[config.mk]
export PLATFORM = sky130hd
export DESIGN_NAME = cfg_byte_streamer
export DESIGN_NICKNAME = d
export VERILOG_FILES = /design/src/rtl/cfg_stream_pkg.sv /design/src/rtl/cfg_stream_ctrl.sv /design/src/rtl/cfg_stream_dp.sv /design/src/rtl/cfg_byte_streamer.sv
export SDC_FILE = /design/constraint.sdc
export NUM_CORES = 1
export LEC_CHECK = 0
export BUFFER_PORTS_ARGS = -buffer_cell sky130_fd_sc_hd__buf_2
export CAP_MARGIN = 25
export CORE_AREA = 5 5 42 44
export CTS_BUF_LIST = sky130_fd_sc_hd__clkbuf_8
export CTS_CLUSTER_DIAMETER = 100
export CTS_CLUSTER_SIZE = 14
export DETAILED_ROUTE_END_ITERATION = 16
export DIE_AREA = 0 0 47 49
export PLACE_DENSITY = 0.79
export REMOVE_ABC_BUFFERS = 1
export SYNTH_ARGS = -nofsm -noshare
export SYNTH_HDL_FRONTEND = slang
export SYNTH_SLANG_ARGS = --single-unit
export TNS_END_PERCENT = 30
[constraint.sdc]
create_clock -name clk -period 2.1 [get_ports clk]
set_input_delay 0 -clock clk [delete_from_list [all_inputs] [get_ports clk]]
set_output_delay 0 -clock clk [all_outputs]
set_load 0.005 [all_outputs]
[src/rtl/cfg_stream_pkg.sv]
package cfg_stream_pkg;

  // strobes from control to datapath
  typedef struct packed {
    logic advance;
    logic drive;
  } strobe_t;

  // image content generator
  function automatic logic [7:0] imageByte(input logic [7:0] seed, input int unsigned idx);
    logic [31:0] prod;
    prod = idx * 32'd37;
    return seed + prod[7:0];
  endfunction

endpackage

[src/rtl/cfg_stream_ctrl.sv]
module cfg_stream_ctrl
  import cfg_stream_pkg::*;
(
  input  logic    ceN,
  input  logic    oeRstN,
  input  logic    busy,
  input  logic    exhausted,
  output strobe_t stb,
  output logic    ceoN
);

  always_comb begin
    stb.drive   = !ceN && oeRstN && !exhausted;
    stb.advance = !ceN && oeRstN && !exhausted && !busy;
    ceoN        = !(exhausted && !ceN);
  end

endmodule

[src/rtl/cfg_stream_dp.sv]
module cfg_stream_dp
  import cfg_stream_pkg::*;
#(
  parameter int unsigned DEPTH = 16,
  parameter logic [7:0]  SEED  = 8'h5A
) (
  input  logic       clk,
  input  logic       oeRstN,
  input  strobe_t    stb,
  output logic       exhausted,
  output logic [7:0] dataOut,
  output logic       dataValid
);

  localparam int unsigned AW = $clog2(DEPTH + 1);
  localparam int unsigned IW = (DEPTH > 1) ? $clog2(DEPTH) : 1;
  localparam logic [AW-1:0] LAST = AW'(DEPTH);

  logic [7:0]    image [DEPTH];
  logic [AW-1:0] addr;
  logic [IW-1:0] rdIdx;

  for (genvar i = 0; i < DEPTH; i++) begin : g_img
    assign image[i] = imageByte(SEED, i);
  end

  always_ff @(posedge clk or negedge oeRstN) begin
    if (!oeRstN)          addr <= '0;
    else if (stb.advance) addr <= addr + AW'(1);
  end

  always_comb begin
    exhausted = (addr == LAST);
    rdIdx     = exhausted ? '0 : addr[IW-1:0];
    dataValid = stb.drive;
    dataOut   = stb.drive ? image[rdIdx] : 8'h00;
  end

endmodule

[src/rtl/cfg_byte_streamer.sv]
module cfg_byte_streamer
  import cfg_stream_pkg::*;
#(
  parameter int unsigned DEPTH = 16,
  parameter logic [7:0]  SEED  = 8'h5A
) (
  input  logic       clk,
  input  logic       ceN,
  input  logic       oeRstN,
  input  logic       busy,
  output logic [7:0] dataOut,
  output logic       dataValid,
  output logic       ceoN
);

  strobe_t stb;
  logic    exhausted;

  cfg_stream_ctrl u_ctrl (
    .ceN      (ceN),
    .oeRstN   (oeRstN),
    .busy     (busy),
    .exhausted(exhausted),
    .stb      (stb),
    .ceoN     (ceoN)
  );

  cfg_stream_dp #(.DEPTH(DEPTH), .SEED(SEED)) u_dp (
    .clk      (clk),
    .oeRstN   (oeRstN),
    .stb      (stb),
    .exhausted(exhausted),
    .dataOut  (dataOut),
    .dataValid(dataValid)
  );

endmodule

# [Word-level counts from Yosys, hierarchy flattened]
# Memory sizes are Yosys's and may differ from the RTL's.
# Index checks and enable logic that the tools add are counted.
[classes] addsub=1 n_lt_le_gt_ge=1 eq_ne=1 mux=4 bitwise=1 n_reduce_logical=8
[op_table] operator="2-to-1 mux 8 bit" count=3
[op_table] operator="adder 5 x 1 -> 5 bit, second input constant" count=1
[op_table] operator="== test 5 bit, second input constant" count=1
[op_table] operator="greater-or-equal comparator 5 bit, second input constant" count=1
[op_table] operator="inverter 4 -> 5 bit" count=1
[op_table] operator="logical AND 1 bit" count=4
[op_table] operator="logical NOT 1 bit" count=4
[op_table] operator="2-to-1 mux 4 bit" count=1
[totals] regBits=5 mem_bits_ro=128 inputBits=4 output_inout_bits=10 wordCells=18 mem_count=1
[mem_list] name="(name not given)" depth=16 word_bits=8 rd=1 rd_ports_with_merged_regs=0 wr=0 line="cfg_stream_dp.sv:36" source="dataOut = stb.drive ? image[rdIdx] : 8'h00;"

# [Depth between registers and ports, before layout]
# Gate-level depths: netlist of run 1.
[logic_depth] word_depth=7 depth_mapped=9

# [Hierarchy]
# A second synthesis of run 1 with hierarchy kept.
[unflattened] hier_cells=61 hier_area_um2=563.0
[by_module_without_submodules] mod="cfg_stream_dp" instances=1 cells_per_inst=58 area_each_um2=534.3
[by_module_without_submodules] mod="cfg_stream_ctrl" instances=1 cells_per_inst=3 area_each_um2=28.8

# [Least setup slack after synthesis of run 1]
# Ideal clock, no wire load.
[synth_path] path_kind="flip-flop to output port" start="register u_dp.addr[0]" end="output dataOut[6]" arrival_ps=1747 required_ps=2100 setup_slack_ps=353 stages_incl_launch_ff=9 n_path_buf=0 cell_sequence="dfrtp_1 -> inv_1 -> ha_1 -> nand4bb_4 -> nand2_1 -> ha_1 -> nor2_1 -> a21oi_1 -> a211oi_1"
[synth_between] elab_chain_len=7 elab_cells_between_ends=9
[synth_lines] item="from (decl)" line="cfg_stream_dp.sv:20" source="logic [AW-1:0] addr;"
[synth_lines] item="from (signal assigned)" line="cfg_stream_dp.sv:29" source="else if (stb.advance) addr <= addr + AW'(1);"
[synth_lines] item="== test 5 bit" line="cfg_stream_dp.sv:33" source="exhausted = (addr == LAST);"
[synth_lines] item="2-to-1 mux 4 bit" line="cfg_stream_dp.sv:34" source="rdIdx = exhausted ? '0 : addr[IW-1:0];"
[synth_lines] item="inverter 4 -> 5 bit (implied by the code)" line="cfg_stream_dp.sv:36"
[synth_lines] item="memory read (16 x 8 bit)"
[synth_lines] item="2-to-1 mux 8 bit (implied by the code) (2 in a row)" line="cfg_stream_dp.sv:36"
[synth_lines] item="2-to-1 mux 8 bit (*)" line="cfg_stream_dp.sv:36"
[synth_lines] item="to (decl)" line="cfg_byte_streamer.sv:11" source="output logic [7:0] dataOut,"
# Mark *: on every way between the ends. The rest lies on a longest branch, timed or not. The select of a mux whose other input is x is not followed.

# [Worst setup path in the final report of run 1]
[layout_path] start="register u_dp.addr[0]" end="output dataOut[4]"
# Same word-level chain as after synthesis.

==> results of run 1 <==
cell families (layout without fill, tap and decap cells):
group | count (synthesis) | count (layout) | share of synthesized area, %
buffers and inverters | 10 | 35 | 8.65
AO/OA/AOI/OAI | 12 | 12 | 14.3
adder cells (fa/ha/maj) | 9 | 9 | 18.1
multiplexers | 3 | 3 | 5.63
flip-flops | 5 | 5 | 20.1
XOR/XNOR | 6 | 6 | 8.45
AND/OR/NAND/NOR | 22 | 22 | 24.8
worst max path at each step:
stage	startpoint	end	slack, ns	depth (start not counted)
after detailed placement	u_dp.addr[1]$_DFFE_PN0P_	dataOut[6]	0.21	10
final	u_dp.addr[0]$_DFFE_PN0P_	dataOut[4]	0.11	10
after global routing	u_dp.addr[0]$_DFFE_PN0P_	dataOut[6]	-0.02	10
after CTS	u_dp.addr[1]$_DFFE_PN0P_	dataOut[6]	0.008	10
after global placement	u_dp.addr[0]$_DFFE_PN0P_	dataOut[6]	0.26	10
after floorplan	u_dp.addr[2]$_DFFE_PN0P_	dataOut[6]	0.31	6
final cells by class:
type | count | area (µm²) | share of cell area (%)
Clock buffer | 3 | 41.3 | 4.97
Clock inverter | 1 | 3.75 | 0.452
Inverter | 6 | 22.5 | 2.71
Multi-Input combinational cell | 52 | 460 | 55.4
Sequential cell | 5 | 125 | 15.1
Tap cell | 16 | 20.0 | 2.41
Timing Repair Buffer | 25 | 158 | 19.0
metrics by stage:
step	cell area, µm²	worst slack, ns	setup TNS (ns)	hold slack, ns	power, µW
6_report	831	0.111	0	0.108	1200
5_1_grt	831	-0.0189	-0.0332	0.134	1300
4_1_cts	766	0.00824	0	0.112	1100
3_5_place_dp	706	0.211	0	-0.171	896
3_3_place_gp	706	0.264	0	-0.182	866
2_1_floorplan	591	0.314	0	-0.296	686
cells in the mapped netlist (all sizes together):
cell type	count	area, µm²
a211oi	5	42.5
a21bo	1	10.0
a21oi	3	15.0
a221oi	1	8.76
and2b	1	7.51
and3	1	6.26
and3b	1	8.76
buf	4	31.3
dfrtp	5	125
ha	9	113
inv	6	22.5
mux2	1	15.0
mux2i	2	20.0
nand2	4	17.5
nand3	1	5.00
nand3b	1	20.0
nand4	2	12.5
nand4bb	1	27.5
nor2	6	22.5
nor2b	2	12.5
nor3b	1	7.51
o211ai	1	7.51
o21ai	1	5.00
or2	1	6.26
xnor2	6	52.6
worst max-delay path: cells and delay by family, from the launching register on:
family	cells	cell delay [ns]
AOI/OAI and AO/OA	3	0.49
adders and majority gates	2	0.37
buffers and inverters	3	0.34
DFF	1	0.34
and+or+nand+nor	2	0.22
report_power, final:
group | switching (µW) | internal (µW)
clock network | 53.5 | 126
registers | 31.5 | 141
logic | 439 | 406
metal layers:
layer	part of all wire, %	up-vias	GRT usage, %
li1	-	281	-
met1	42	257	16.0
met2	53	11	23.5
met3	3.4	4	1.11
met4	1.5	0	9.68
met5	0	-	0
what timing repair did:
item	in CTS	in global routing
buffers inserted	0	7
resized for setup	2	3
hold buffers	1	0
endpoints found under the hold margin	5	0
pin swaps	0	4
setup endpoints to repair	2	4
==> reports/metrics.cfg, run 1 <==
[floorplan]
initial_core_util_pct = 44.4
pin_count = 14
dieArea_um2 = 2300
core-area_um2 = 1400
die-width_um = 47
rows = 14
die_h_um = 49

[synth]
ys_warn_count = 0
ys_seq_elements = 5
synth_area_um2 = 622
ys_seq_area_share_pct = 20.1
syn_area_per_cell_um2 = 9.28
synth_cell_type_count = 29
synthCells = 67

[cells_and_area]
mostFrequentLayoutCells = buf_2, buf_4, ha_1
largest_register_ffs = 5
final_util_pct = 59.3
top_regs = u_dp.addr (5)
regMostFlops = u_dp.addr
antenna_cells = 0
area_growth_pct = 33.6
drive_gt1_share_pct = 40.2
nets = 106
fillers = 128
finalNonFillerCells = 108
final_common_cell = buf_2

[cts]
clockBufferDepth = 2
cts.reportedPaths.clkPinSlew_ns = 0.04
cts_buffers = 3
ctsRootBufferMaster = clkbuf_8
cts_tree = yes
worstSkewPairLatency_ns = 0.23
cts.sinks = 5
h-tree-depth = 1

[timing]
max_slew_margin_pct = 82.4
slew_violations = 0
period_share_pct = 94.7
fmax_mhz = 503
setup_violations = 0
finClkSkew_ns = 0.000325
worstMarginPinSlew_ns = 0.263
min_period_ns = 1.99
final-hold-violation-count = 0

[placement]
gp_congestion = 0.728
portBuffers = 13
dp_hpwl_um = 950
dp.cells = 96

[routing]
drt-total-wl_um = 1530
drc = 0
via_count = 553
drt_iter0_markers = 5
wl_per_cell_um = 14.1
postRouteAntennaNets = 0
viasPerCell = 5.12
dr.pass1.iters = 4

[setup_path]
reg2reg_slack_ns = 0.47
r2r-end = u_dp.addr[1]$_DFFE_PN0P_
cp-end-kind = output pin
cp_cell_sequence = inv_1 -> ha_2 -> nand4bb_4 -> nand2_4 -> buf_4 -> ha_1 -> a21oi_1 -> o21ai_0 -> a21oi_1 -> buf_2
crit_top_cell = a21oi_1
rr_worst_depth = 7
worst-endpoint-required_ns = 2.10
slowest_delay_ns = 0.34
reg2reg_from = u_dp.addr[0]$_DFFE_PN0P_
cp_slowest_cell = dfrtp_1
arrival_ns = 1.99
worstSetupPathType = flop to output pin
cp_max_fo = 5
cp-start-kind = flop

[global_route]
antenna_found_initial = 0
grt_max_degree = 18
first_global_vias = 549
gr-total-overflow = 0
grtUsageTotal_pct = 14.1
grt_pass1_wl_um = 2350

[worst_hold_path]
holdCritPathClass = input port to flop
holdPathStages = 4
hold_start = busy
whs_endpoint = u_dp.addr[3]$_DFFE_PN0P_

[power]
power_leakage_uw = 0.000418
ir_worst_vdd_uv = 645
power_density_nw_per_um2 = 1440

[status]
outcome = finished clean

[run]
cap_violations = 0

(Power assumes the default switching activity.)
==> run 2: changes to the inputs <==
--- a/config.mk
+++ b/config.mk
@@ -13,7 +13,7 @@
 export CTS_CLUSTER_SIZE = 14
 export DETAILED_ROUTE_END_ITERATION = 16
 export DIE_AREA = 0 0 47 49
-export PLACE_DENSITY = 0.79
+export PLACE_DENSITY = 0.82
 export REMOVE_ABC_BUFFERS = 1
 export SYNTH_ARGS = -nofsm -noshare
 export SYNTH_HDL_FRONTEND = slang
==> constraint.sdc (replaced) <==
create_clock -name clk -period 1.6 [get_ports clk]
set_input_delay 0 -clock clk [delete_from_list [all_inputs] [get_ports clk]]
set_output_delay 0 -clock clk [all_outputs]
set_load 0.005 [all_outputs]
==> reports/metrics.cfg, run 2 (same netlist as run 1, synthesis figures left out) <==
[global_route]
gr-total-overflow = 0  ; unchanged
grt_pass1_wl_um = 2820  ; +20%
grt_max_degree = 18  ; unchanged
grtUsageTotal_pct = 17.4  ; +3.3 points
first_global_vias = 630  ; +15%
antenna_found_initial = 0  ; unchanged

[placement]
dp_hpwl_um = 1160  ; +22%
portBuffers = 13  ; unchanged
dpl_cell_area_um2 = 766  ; +8.5%
gp_congestion = 0.761  ; +4.6%

[cts]
cts.sinks = 5  ; unchanged
worstSkewPairLatency_ns = 0.23  ; about the same
clockBufferDepth = 2  ; unchanged
ctsRootBufferMaster = clkbuf_8
cts_tree = yes
cts.reportedPaths.clkPinSlew_ns = 0.04  ; about the same
cts_buffers = 3  ; unchanged
h-tree-depth = 1  ; unchanged

[setup_path]
worstSetupPathType = flop to output pin
cp-end-kind = output pin
slowest_delay_ns = 0.39  ; +0.05 ns
rr_worst_depth = 7  ; unchanged
cp_max_fo = 4  ; -1
critical_path_buf_inv_count = 3  ; unchanged
cp_slowest_cell = dfrtp_1
arrival_ns = 1.96  ; -0.03 ns
cp-start-kind = flop
path_delay_family = simple AND/OR/NAND/NOR gates
cp_cell_sequence = inv_2 -> ha_4 -> nand4bb_4 -> nand2_4 -> inv_6 -> ha_4 -> nor2_4 -> a211oi_2 -> a211oi_2 -> buf_2
worst-endpoint-required_ns = 1.60  ; -0.50 ns
crit_cells = 10  ; unchanged

[timing]
setup_ws_ns = -0.358  ; -0.469 ns
min_period_ns = 1.96
fmax_mhz = 511
setup_violations = 10  ; +10
period_share_pct = 122
worstMarginPinSlew_ns = 0.365  ; +0.101 ns
max_slew_margin_pct = 75.7  ; -6.8 points
slew_violations = 0  ; unchanged
rsz0062_at_grt = yes
final-hold-violation-count = 0  ; unchanged
finClkSkew_ns = 0.00104  ; +0.000711 ns
hold_ws_ns = 0.105  ; -0.00276 ns

[status]
violations = setup timing
outcome = finished with violations

[cells_and_area]
final_common_cell = buf_2
mostFrequentLayoutCells = buf_2, buf_4, ha_4
fillers = 95  ; -26%
largest_register_ffs = 5  ; unchanged
area_growth_pct = 62.4
top_regs = u_dp.addr (5)
final_util_pct = 72.1  ; +13 points
drive_gt1_share_pct = 63.2  ; +23 points
nets = 109  ; +2.8%
regMostFlops = u_dp.addr
final_area_um2 = 1010  ; +22%
antenna_cells = 0  ; unchanged

[floorplan]
die-width_um = 47  ; unchanged
dieArea_um2 = 2300  ; unchanged
initial_core_util_pct = 44.4  ; unchanged
core-area_um2 = 1400  ; unchanged
die_h_um = 49  ; unchanged
rows = 14  ; unchanged
pin_count = 14  ; unchanged

[power]
power_leakage_uw = 0.000443  ; +5.9%
p_int_uw = 1140  ; +69%
seqPwrFrac_pct = 10.9  ; -3.5 points
netSwitchingPower_uw = 991  ; +89%
p_sw_share_pct = 46.5  ; +2.7 points
power_density_nw_per_um2 = 2110  ; +47%
finalPower_uw = 2130  ; +78%
power_frac_clock_pct = 11.5  ; -3.5 points
pwr-share-comb_pct = 77.5  ; +6.9 points
ir_worst_vdd_uv = 1150  ; +78%

[worst_hold_path]
holdPathStages = 4  ; unchanged
holdCritPathClass = input port to flop

[routing]
viasPerCell = 5.71  ; +12%
drt-total-wl_um = 2070  ; +36%
via_count = 634  ; +15%
wl_per_cell_um = 18.7  ; +32%
drt_iter0_markers = 16  ; +11
drc = 0  ; unchanged
dr.pass1.iters = 4  ; unchanged
postRouteAntennaNets = 0  ; unchanged

[run]
cap_violations = 0  ; unchanged

run 2: cell count changes in the layout (fill, tap and decap cells not counted), moves of 3 or more:
cell	previous run	this run
ha_4	0	7
a211oi_2	1	5
a211oi_1	4	0
ha_1	8	1
inv_2	0	3
inv_1	7	2
run 2: final cells by class:
cell class                      instances  area (µm²)  area share (%)
Multi-Input combinational cell         52         602            59.6
Clock buffer                            3        41.3            4.09
Clock inverter                          1        3.75           0.372
Tap cell                               16        20.0            1.98
Sequential cell                         5         125            12.4
Inverter                                6        30.0            2.97
Timing Repair Buffer                   28         188            18.6
run 2: worst paths after layout:
| kind | start | to | slack [ns] |
|---|---|---|---|
| worst max register to register | u_dp.addr[0]$_DFFE_PN0P_ | u_dp.addr[1]$_DFFE_PN0P_ | -0.02 |
| worst min-delay path | busy | u_dp.addr[2]$_DFFE_PN0P_ | 0.11 |
| worst max-delay path | u_dp.addr[0]$_DFFE_PN0P_ | dataOut[3] | -0.36 |
| max in group asynchronous | oeRstN | u_dp.addr[4]$_DFFE_PN0P_ | 1.29 |
| min in group asynchronous | oeRstN | u_dp.addr[3]$_DFFE_PN0P_ | 0.16 |
| worst min register to register | u_dp.addr[4]$_DFFE_PN0P_ | u_dp.addr[4]$_DFFE_PN0P_ | 0.63 |
run 2: power groups by stage:
stage               combinational [µW]  sequential [µW]  clock (µW)
CTS                               1300              227         242
global route                      1780              242         257
detailed placement                1130              224           0
finish                            1650              233         246
floorplan                          569              332           0
global placement                  1050              215           0
run 2: metrics by stage:
| step | TNS, ns | setup WS (ns) | cells |
|---|---|---|---|
| floorplan | -0.433 | -0.186 | 63 |
| global placement | -0.523 | -0.121 | 104 |
| detailed placement | -1.02 | -0.201 | 104 |
| CTS | -1.64 | -0.267 | 110 |
| global route | -2.89 | -0.468 | 111 |
| finish | -2.01 | -0.358 | 111 |
run 2: repair_timing:
action,CTS,global route
pin swaps,11,13
resized for setup,17,23
buffers inserted,1,1
endpoints found under the setup margin,7,11
endpoints found under the hold margin,5,0
hold buffers,1,0
run 2: worst min-delay path, stage by stage:
cell     delay (ns)
buf_2          0.10
nor2b_1        0.05
nand3_1        0.09
xnor2_1        0.06
run 2: layer usage:
layer  routed length (µm)  GRT usage, %  vias to the layer above
li1                     -             -                      287
met1                  762          17.6                      297
met2                 1040          28.1                       39
met3                  159          4.43                       11
met4                  106          14.3                        0
met5                    0             0                        -
